$ cat config.mk
export PLATFORM = sky130hd
export DESIGN_NAME = seg_xlate
export DESIGN_NICKNAME = d
export VERILOG_FILES = /design/src/rtl/seg_xlate_pkg.sv /design/src/rtl/seg_region_dec.sv /design/src/rtl/seg_priv_chk.sv /design/src/rtl/seg_addr_form.sv /design/src/rtl/seg_xlate.sv
export SDC_FILE = /design/constraint.sdc
export NUM_CORES = 1
export LEC_CHECK = 0
export BUFFER_PORTS_ARGS = -buffer_cell sky130_fd_sc_hd__buf_2
export CAP_MARGIN = 20
export CORE_MARGIN = 2
export CORE_UTILIZATION = 43
export CTS_CLUSTER_SIZE = 30
export DETAILED_ROUTE_END_ITERATION = 16
export PLACE_DENSITY = 0.79
export SETUP_SLACK_MARGIN = 0.5
export SLEW_MARGIN = 20
export SYNTH_ARGS = -nofsm -noshare
export SYNTH_HDL_FRONTEND = slang
export SYNTH_SLANG_ARGS = --single-unit
export TNS_END_PERCENT = 100
$ cat constraint.sdc
create_clock -name clk_i -period 0.8 [get_ports clk_i]
set_clock_uncertainty 0.1 [all_clocks]
set_input_delay 0.12 -clock clk_i [delete_from_list [all_inputs] [get_ports clk_i]]
set_output_delay 0.12 -clock clk_i [all_outputs]
set_load 0.1 [all_outputs]
$ cat src/rtl/seg_xlate_pkg.sv
package seg_xlate_pkg;
  typedef enum logic [1:0] {
    PRIV_KERN = 2'd0,
    PRIV_SUPV = 2'd1,
    PRIV_USER = 2'd2,
    PRIV_USR2 = 2'd3
  } priv_e;

  typedef enum logic [1:0] {
    ACC_LOAD  = 2'd0,
    ACC_STORE = 2'd1,
    ACC_FETCH = 2'd2,
    ACC_RSVD  = 2'd3
  } acc_e;

  typedef enum logic [1:0] {
    ERR_NONE  = 2'd0,
    ERR_LOAD  = 2'd1,
    ERR_STORE = 2'd2,
    ERR_RSVD  = 2'd3
  } err_e;

  typedef enum logic [2:0] {
    RGN_USER  = 3'd0,
    RGN_DIR_C = 3'd1,
    RGN_DIR_U = 3'd2,
    RGN_SUPV  = 3'd3,
    RGN_KERN  = 3'd4
  } region_e;

  typedef struct packed {
    logic allow;
    logic mapped;
  } perm_t;
endpackage

$ cat src/rtl/seg_region_dec.sv
module seg_region_dec
  import seg_xlate_pkg::*;
(
  input  logic [2:0] top_i,
  output region_e    region_o
);
  always_comb begin
    unique casez (top_i)
      3'b0??:  region_o = RGN_USER;
      3'b100:  region_o = RGN_DIR_C;
      3'b101:  region_o = RGN_DIR_U;
      3'b110:  region_o = RGN_SUPV;
      default: region_o = RGN_KERN;
    endcase
  end
endmodule

$ cat src/rtl/seg_priv_chk.sv
module seg_priv_chk
  import seg_xlate_pkg::*;
(
  input  region_e    region_i,
  input  logic [1:0] priv_i,
  input  logic       erl_i,
  output perm_t      perm_o
);
  logic is_kern;
  logic is_supv;

  assign is_kern = (priv_i == PRIV_KERN);
  assign is_supv = (priv_i == PRIV_SUPV);

  always_comb begin
    perm_o = '{allow: 1'b0, mapped: 1'b0};
    unique case (region_i)
      RGN_USER: begin
        perm_o.allow  = 1'b1;
        perm_o.mapped = ~erl_i;
      end
      RGN_DIR_C, RGN_DIR_U: begin
        perm_o.allow  = is_kern;
        perm_o.mapped = 1'b0;
      end
      RGN_SUPV: begin
        perm_o.allow  = is_kern | is_supv;
        perm_o.mapped = 1'b1;
      end
      default: begin
        perm_o.allow  = is_kern;
        perm_o.mapped = 1'b1;
      end
    endcase
  end
endmodule

$ cat src/rtl/seg_addr_form.sv
module seg_addr_form
  import seg_xlate_pkg::*;
#(
  parameter int unsigned ADDR_W       = 32,
  parameter bit          FIXED_MAP_EN = 1'b1,
  parameter logic [ADDR_W-1:0] FIX_OFFSET  = 32'h4000_0000,
  parameter logic [ADDR_W-1:0] DIRECT_MASK = 32'h1FFF_FFFF
) (
  input  logic [ADDR_W-1:0] vaddr_i,
  input  region_e           region_i,
  input  logic              mapped_i,
  input  logic              fixed_i,
  output logic [ADDR_W-1:0] paddr_o,
  output logic              to_tlb_o
);
  logic fixed_eff;

  generate
    if (FIXED_MAP_EN) begin : g_fixed
      assign fixed_eff = fixed_i;
    end else begin : g_nofixed
      assign fixed_eff = fixed_i & 1'b0;
    end
  endgenerate

  always_comb begin
    paddr_o  = '0;
    to_tlb_o = 1'b0;
    if (mapped_i) begin
      if (fixed_eff) begin
        // fixed scheme: user region offset, upper regions identity
        paddr_o = (region_i == RGN_USER) ? (vaddr_i + FIX_OFFSET) : vaddr_i;
      end else begin
        to_tlb_o = 1'b1;
      end
    end else if (region_i == RGN_USER) begin
      paddr_o = vaddr_i;
    end else begin
      paddr_o = vaddr_i & DIRECT_MASK;
    end
  end
endmodule

$ cat src/rtl/seg_xlate.sv
module seg_xlate
  import seg_xlate_pkg::*;
#(
  parameter int unsigned ADDR_W       = 32,
  parameter bit          FIXED_MAP_EN = 1'b1
) (
  input  logic              clk_i,
  input  logic              rst_ni,
  input  logic              req_valid_i,
  input  logic [31:0]       vaddr_i,
  input  logic [1:0]        priv_i,
  input  logic              erl_i,
  input  logic [1:0]        acc_i,
  input  logic              fixed_map_i,
  output logic              valid_o,
  output logic [31:0]       paddr_o,
  output logic              tlb_o,
  output logic [1:0]        err_o
);
  localparam int unsigned TOP_LSB = ADDR_W - 3;

  region_e           region;
  perm_t             perm;
  logic [ADDR_W-1:0] paddr_c;
  logic              to_tlb_c;
  logic [1:0]        err_c;

  seg_region_dec u_dec (
    .top_i    (vaddr_i[ADDR_W-1:TOP_LSB]),
    .region_o (region)
  );

  seg_priv_chk u_chk (
    .region_i (region),
    .priv_i   (priv_i),
    .erl_i    (erl_i),
    .perm_o   (perm)
  );

  seg_addr_form #(
    .ADDR_W       (ADDR_W),
    .FIXED_MAP_EN (FIXED_MAP_EN)
  ) u_form (
    .vaddr_i  (vaddr_i),
    .region_i (region),
    .mapped_i (perm.mapped),
    .fixed_i  (fixed_map_i),
    .paddr_o  (paddr_c),
    .to_tlb_o (to_tlb_c)
  );

  always_comb begin
    if (perm.allow)                 err_c = ERR_NONE;
    else if (acc_i == ACC_STORE)    err_c = ERR_STORE;
    else                            err_c = ERR_LOAD;
  end

  always_ff @(posedge clk_i or negedge rst_ni) begin
    if (!rst_ni) begin
      valid_o <= 1'b0;
      paddr_o <= '0;
      tlb_o   <= 1'b0;
      err_o   <= ERR_NONE;
    end else begin
      valid_o <= req_valid_i;
      if (req_valid_i && perm.allow) begin
        paddr_o <= paddr_c;
        tlb_o   <= to_tlb_c;
        err_o   <= ERR_NONE;
      end else begin
        paddr_o <= '0;
        tlb_o   <= 1'b0;
        err_o   <= req_valid_i ? err_c : ERR_NONE;
      end
    end
  end
endmodule

==> results of run 1 <==
kinds of logic after synthesis:
family                     after synthesis  share of synthesized area
and+or+nand+nor                         42                     0.2461
adders and majority gates                2                    0.01850
buffers and inverters                    9                    0.04440
DFF                                     36                     0.6660
AOI/OAI and AO/OA                        5                    0.02498
synth_stat cells (all sizes together):
cell	instances	area share
a21bo	1	0.0074
dfrtp	36	0.67
a21oi	2	0.0074
buf	6	0.036
or4b	1	0.0074
nor4	2	0.0092
nor3b	29	0.18
nor4b	1	0.0065
o21ai	1	0.0037
inv	3	0.0083
nor2b	3	0.019
a31o	1	0.0065
nand2	1	0.0028
nand2b	3	0.014
ha	2	0.018
nor3	2	0.011
stage by stage:
step / instances / area, sq um / util / TNS [ps] / hold WS (ps)
after floorplan: 94 / 1673 / - / -7210 / -275.6
after global placement: 222 / 2755 / 0.9099 / -19200 / -10.81
after detailed placement: 222 / 2755 / 0.9099 / -21570 / -4.762
==> flow_metrics.py, run 1 <==
metrics = {
    "synthesis": {
        "synth_cell_types": 20,
        "syn_inst": 94,
        "ys_ff_latch": 36,
        "syn_area_sq_um": 1353,
        "synth_area_per_cell_sq_um": 14.39,
        "yosysSeqAreaShare": 0.6660,
        "synth_nets": 137,
        "yosysWarnings": 0,
    },
    "outcome": {
        "stop_stage": "clock tree synthesis (4_1_cts)",
        "stop_error": "[ERROR DPL-0038] Utilization greater than 100%, impossible to legalize",
        "outcome": "aborted with a tool error",
    },
    "placement": {
        "pre_cts_ws_ps": -632.0,
        "place_hpwl_um": 3405,
        "routabilityCongestion": 0.7692,
        "port_buffers": 76,
    },
    "floorplan": {
        "chipWidth_um": 60.09,
        "num_rows": 20,
        "start_util": 0.4467,
        "fp.dieH_um": 60.09,
        "num_io_pins": 77,
    },
    "clock_tree": {
        "cts_resized": 26,
        "cts-buffers-inserted": 5,
        "root_buffer": "clkbuf_4",
        "post-cts-setup-buffers": 5,
        "clock_sinks": 36,
        "cts_buffer_depth": 2,
        "htreeDepth": 2,
    },
}
==> run 2, diff against run 1 <==
--- a/config.mk
+++ b/config.mk
@@ -7,12 +7,10 @@
 export LEC_CHECK = 0
 export BUFFER_PORTS_ARGS = -buffer_cell sky130_fd_sc_hd__buf_2
 export CAP_MARGIN = 20
-export CORE_MARGIN = 2
-export CORE_UTILIZATION = 43
-export CTS_CLUSTER_SIZE = 30
+export CORE_AREA = 2 2 63 65
 export DETAILED_ROUTE_END_ITERATION = 16
-export PLACE_DENSITY = 0.79
-export SETUP_SLACK_MARGIN = 0.5
+export DIE_AREA = 0 0 65 67
+export PLACE_DENSITY_LB_ADDON = 0.15
 export SLEW_MARGIN = 20
 export SYNTH_ARGS = -nofsm -noshare
 export SYNTH_HDL_FRONTEND = slang
==> run 2 against run 1 <==
The flow now finishes, with violations (hold timing, setup timing). Synthesized area unchanged. Synthesized cell count unchanged.
==> flow_metrics.py, run 2 <==
metrics = {
    "outcome": {
        "outcome": "finished with violations",
        "violations": "hold timing, setup timing",
    },
    "critical_path": {
        "crit_cells": 1,
        "endpoint_kind": "output pin",
        "endpoint": "paddr_o[17]",
        "cpPeakStageDelay_ps": 490,
        "path_cells": "buf_12",
        "cp_top_family": "flip-flops",
        "crit_required_ps": 580,
        "critPathArrivalTime_ps": 950,
        "cp.buffers_inverters": 1,
        "crit_type": "flip-flop to output pin",
        "slowest_stage": "dfrtp_4",
        "worst-path-max-fanout": 1,
        "start_kind": "flip-flop",
        "crit_start": "paddr_o[17]",
    },
    "clock_tree": {
        "postCtsHoldBufs": 1,
        "cts_buffer_depth": 2,
        "htreeDepth": 2,
        "path_clk_slew_ps": 70,
        "clock_sinks": 36,
        "cts-buffers-inserted": 5,
        "cts_tree": "yes",
        "root_buffer": "clkbuf_8",
    },
    "cells_and_area": {
        "regMostFlops": "paddr_o",
        "fillCellCount": 146,
        "syn2layout_area_growth_pct": 135.2,
        "seq_area_sq_um": 1032,
        "final_cell_mix": "43 x buf_12, 36 x buf_2, 35 x dfrtp_4",
        "stdcell_count": 245,
        "drive_above_1_share": 0.9289,
        "layout_commonest_cell": "buf_12",
        "diodes": 0,
        "final_core_util": 0.8820,
        "multi_input_area_sq_um": 618.1,
        "nets": 239,
        "largest_reg_flops": 32,
        "largestRegisters": "paddr_o (32), err_o (2)",
    },
    "global_route": {
        "antenna_found_initial": 0,
        "grt.overflow.total": 0,
        "grt.total_usage": 0.2135,
        "first_global_vias": 1307,
        "grt_max_degree": 37,
        "grt_pass1_wl_um": 6596,
    },
    "detailed_routing": {
        "viasPerCell": 4.686,
        "first_iter_violations": 29,
        "vias": 1148,
        "drc_errors": 0,
        "drt-total-wl_um": 4262,
        "wl_per_cell_um": 17.40,
        "dr.pass1.iters": 4,
        "ant_nets": 0,
    },
    "hold_path": {
        "min_path_type": "primary input to flip-flop",
    },
    "floorplan": {
        "chipWidth_um": 65,
        "num_io_pins": 77,
        "num_rows": 22,
        "start_util": 0.3751,
        "fp.dieH_um": 67,
        "die_area_sq_um": 4355,
        "core-area_sq_um": 3606,
    },
    "timing": {
        "final-hold-violation-count": 19,
        "tightestPinTransition_ps": 249.1,
        "fin_crit_sh": 1.465,
        "rsz0062_at_grt": "true",
        "post-route-min-period_ps": 1172,
        "holdWs_ps": -66.24,
        "relSlewSlack": 0.8316,
        "layout_setup_ws_ps": -372.3,
        "setup_viol": 68,
        "clock.fmax_mhz": 853.0,
        "finalMaxSlewViolations": 0,
    },
    "pwr": {
        "ir_worst_vdd_v": 0.001295,
        "power.total_mw": 5.192,
        "power_density_nw_per_um2": 1632,
        "leakage_nw": 1.338,
    },
    "synthesis": {
        "synth_nets": 137,
        "syn_area_sq_um": 1353,
        "synth_cell_types": 20,
        "synth_area_per_cell_sq_um": 14.39,
        "ys_ff_latch": 36,
        "yosys-top-cells-count": "36 x dfrtp_1, 25 x nor3b_1, 4 x nor3b_2",
        "ys_top_cells_by_area": "dfrtp_1 67%, nor3b_1 14%, nor3b_2 3.7%, buf_6 2.5%, ha_1 1.9%",
        "yosysSeqAreaShare": 0.6660,
        "syn_inst": 94,
        "yosysWarnings": 0,
        "yosysMostFrequentCell": "dfrtp_1",
        "synth-edff-count": 0,
        "synth_top_cell_by_area": "dfrtp_1",
        "synthArstFlopShare": 1.000,
        "synth_top_area_share": 0.6660,
        "synthFlopType": "dfrtp_1",
    },
    "placement": {
        "routabilityCongestion": 0.7730,
        "place_inst": 227,
        "port_buffers": 76,
        "place_hpwl_um": 2712,
    },
    "run": {
        "cap_violations": 0,
    },
}
==> run 2: cell counts after synthesis <==
Identical to the previous run, type by type.
==> run 2: through the flow <==
| step | cell area, sq um | setup WS [ps] | TNS (ps) |
|---|---|---|---|
| 3_3_place_gp | 2769 | -569.9 | -16110 |
| 2_1_floorplan | 1662 | -324.6 | -7207 |
| 6_report | 3181 | -372.3 | -16670 |
| 3_5_place_dp | 2769 | -642.2 | -17410 |
| 4_1_cts | 3146 | -376.4 | -16440 |
| 5_1_grt | 3181 | -396.2 | -18250 |
==> run 2: cell families (layout without fill, tap and decap cells) <==
logic type / after synthesis / in the layout / synth area share
AOI/OAI and AO/OA: 5 / 5 / 0.02498
adders and majority gates: 2 / 2 / 0.01850
buffers and inverters: 9 / 112 / 0.04440
DFF: 36 / 36 / 0.6660
and+or+nand+nor: 42 / 42 / 0.2461
==> run 2: worst min path at each step <==
stage / depth (start not counted) / from / endpoint / slack, ps
after detailed placement: 2 / rst_ni / paddr_o[14] / 6
after CTS: 2 / req_valid_i / valid_o / -50
after global routing: 2 / req_valid_i / valid_o / -70
final: 2 / req_valid_i / valid_o / -70
after floorplan: 0 / rst_ni / paddr_o[30] / -280
after global placement: 2 / rst_ni / paddr_o[10] / -9
==> run 2: power breakdown <==
group | internal, mW | switching [mW]
clock network | 0.786 | 0.624
logic | 0.769 | 0.990
registers | 1.95 | 0.0701
total | 3.51 | 1.68
==> run 2: layout make-up <==
type	count	area share
Clock buffer	8	0.03147
Inverter	3	0.007474
Multi-Input combinational cell	49	0.1943
Timing Repair Buffer	101	0.4233
Sequential cell	36	0.3245
Tap cell	48	0.01888
==> run 2: what timing repair did <==
action / CTS / global route
buffers inserted: 4 / 0
pin swaps: 7 / 12
endpoints found under the hold margin: 64 / 24
cloned: 5 / 0
endpoints found under the setup margin: 70 / 68
resized for setup: 26 / 6
==> run 2: metal layers <==
layer | vias to the layer above | GRT usage | share of wire
met3 | 9 | 0.06419 | 0.051
met1 | 559 | 0.2187 | 0.37
met4 | 0 | 0.1011 | 0.019
li1 | 530 | - | -
met5 | - | 0 | 0
met2 | 50 | 0.3956 | 0.56
(Power assumes the default switching activity.)
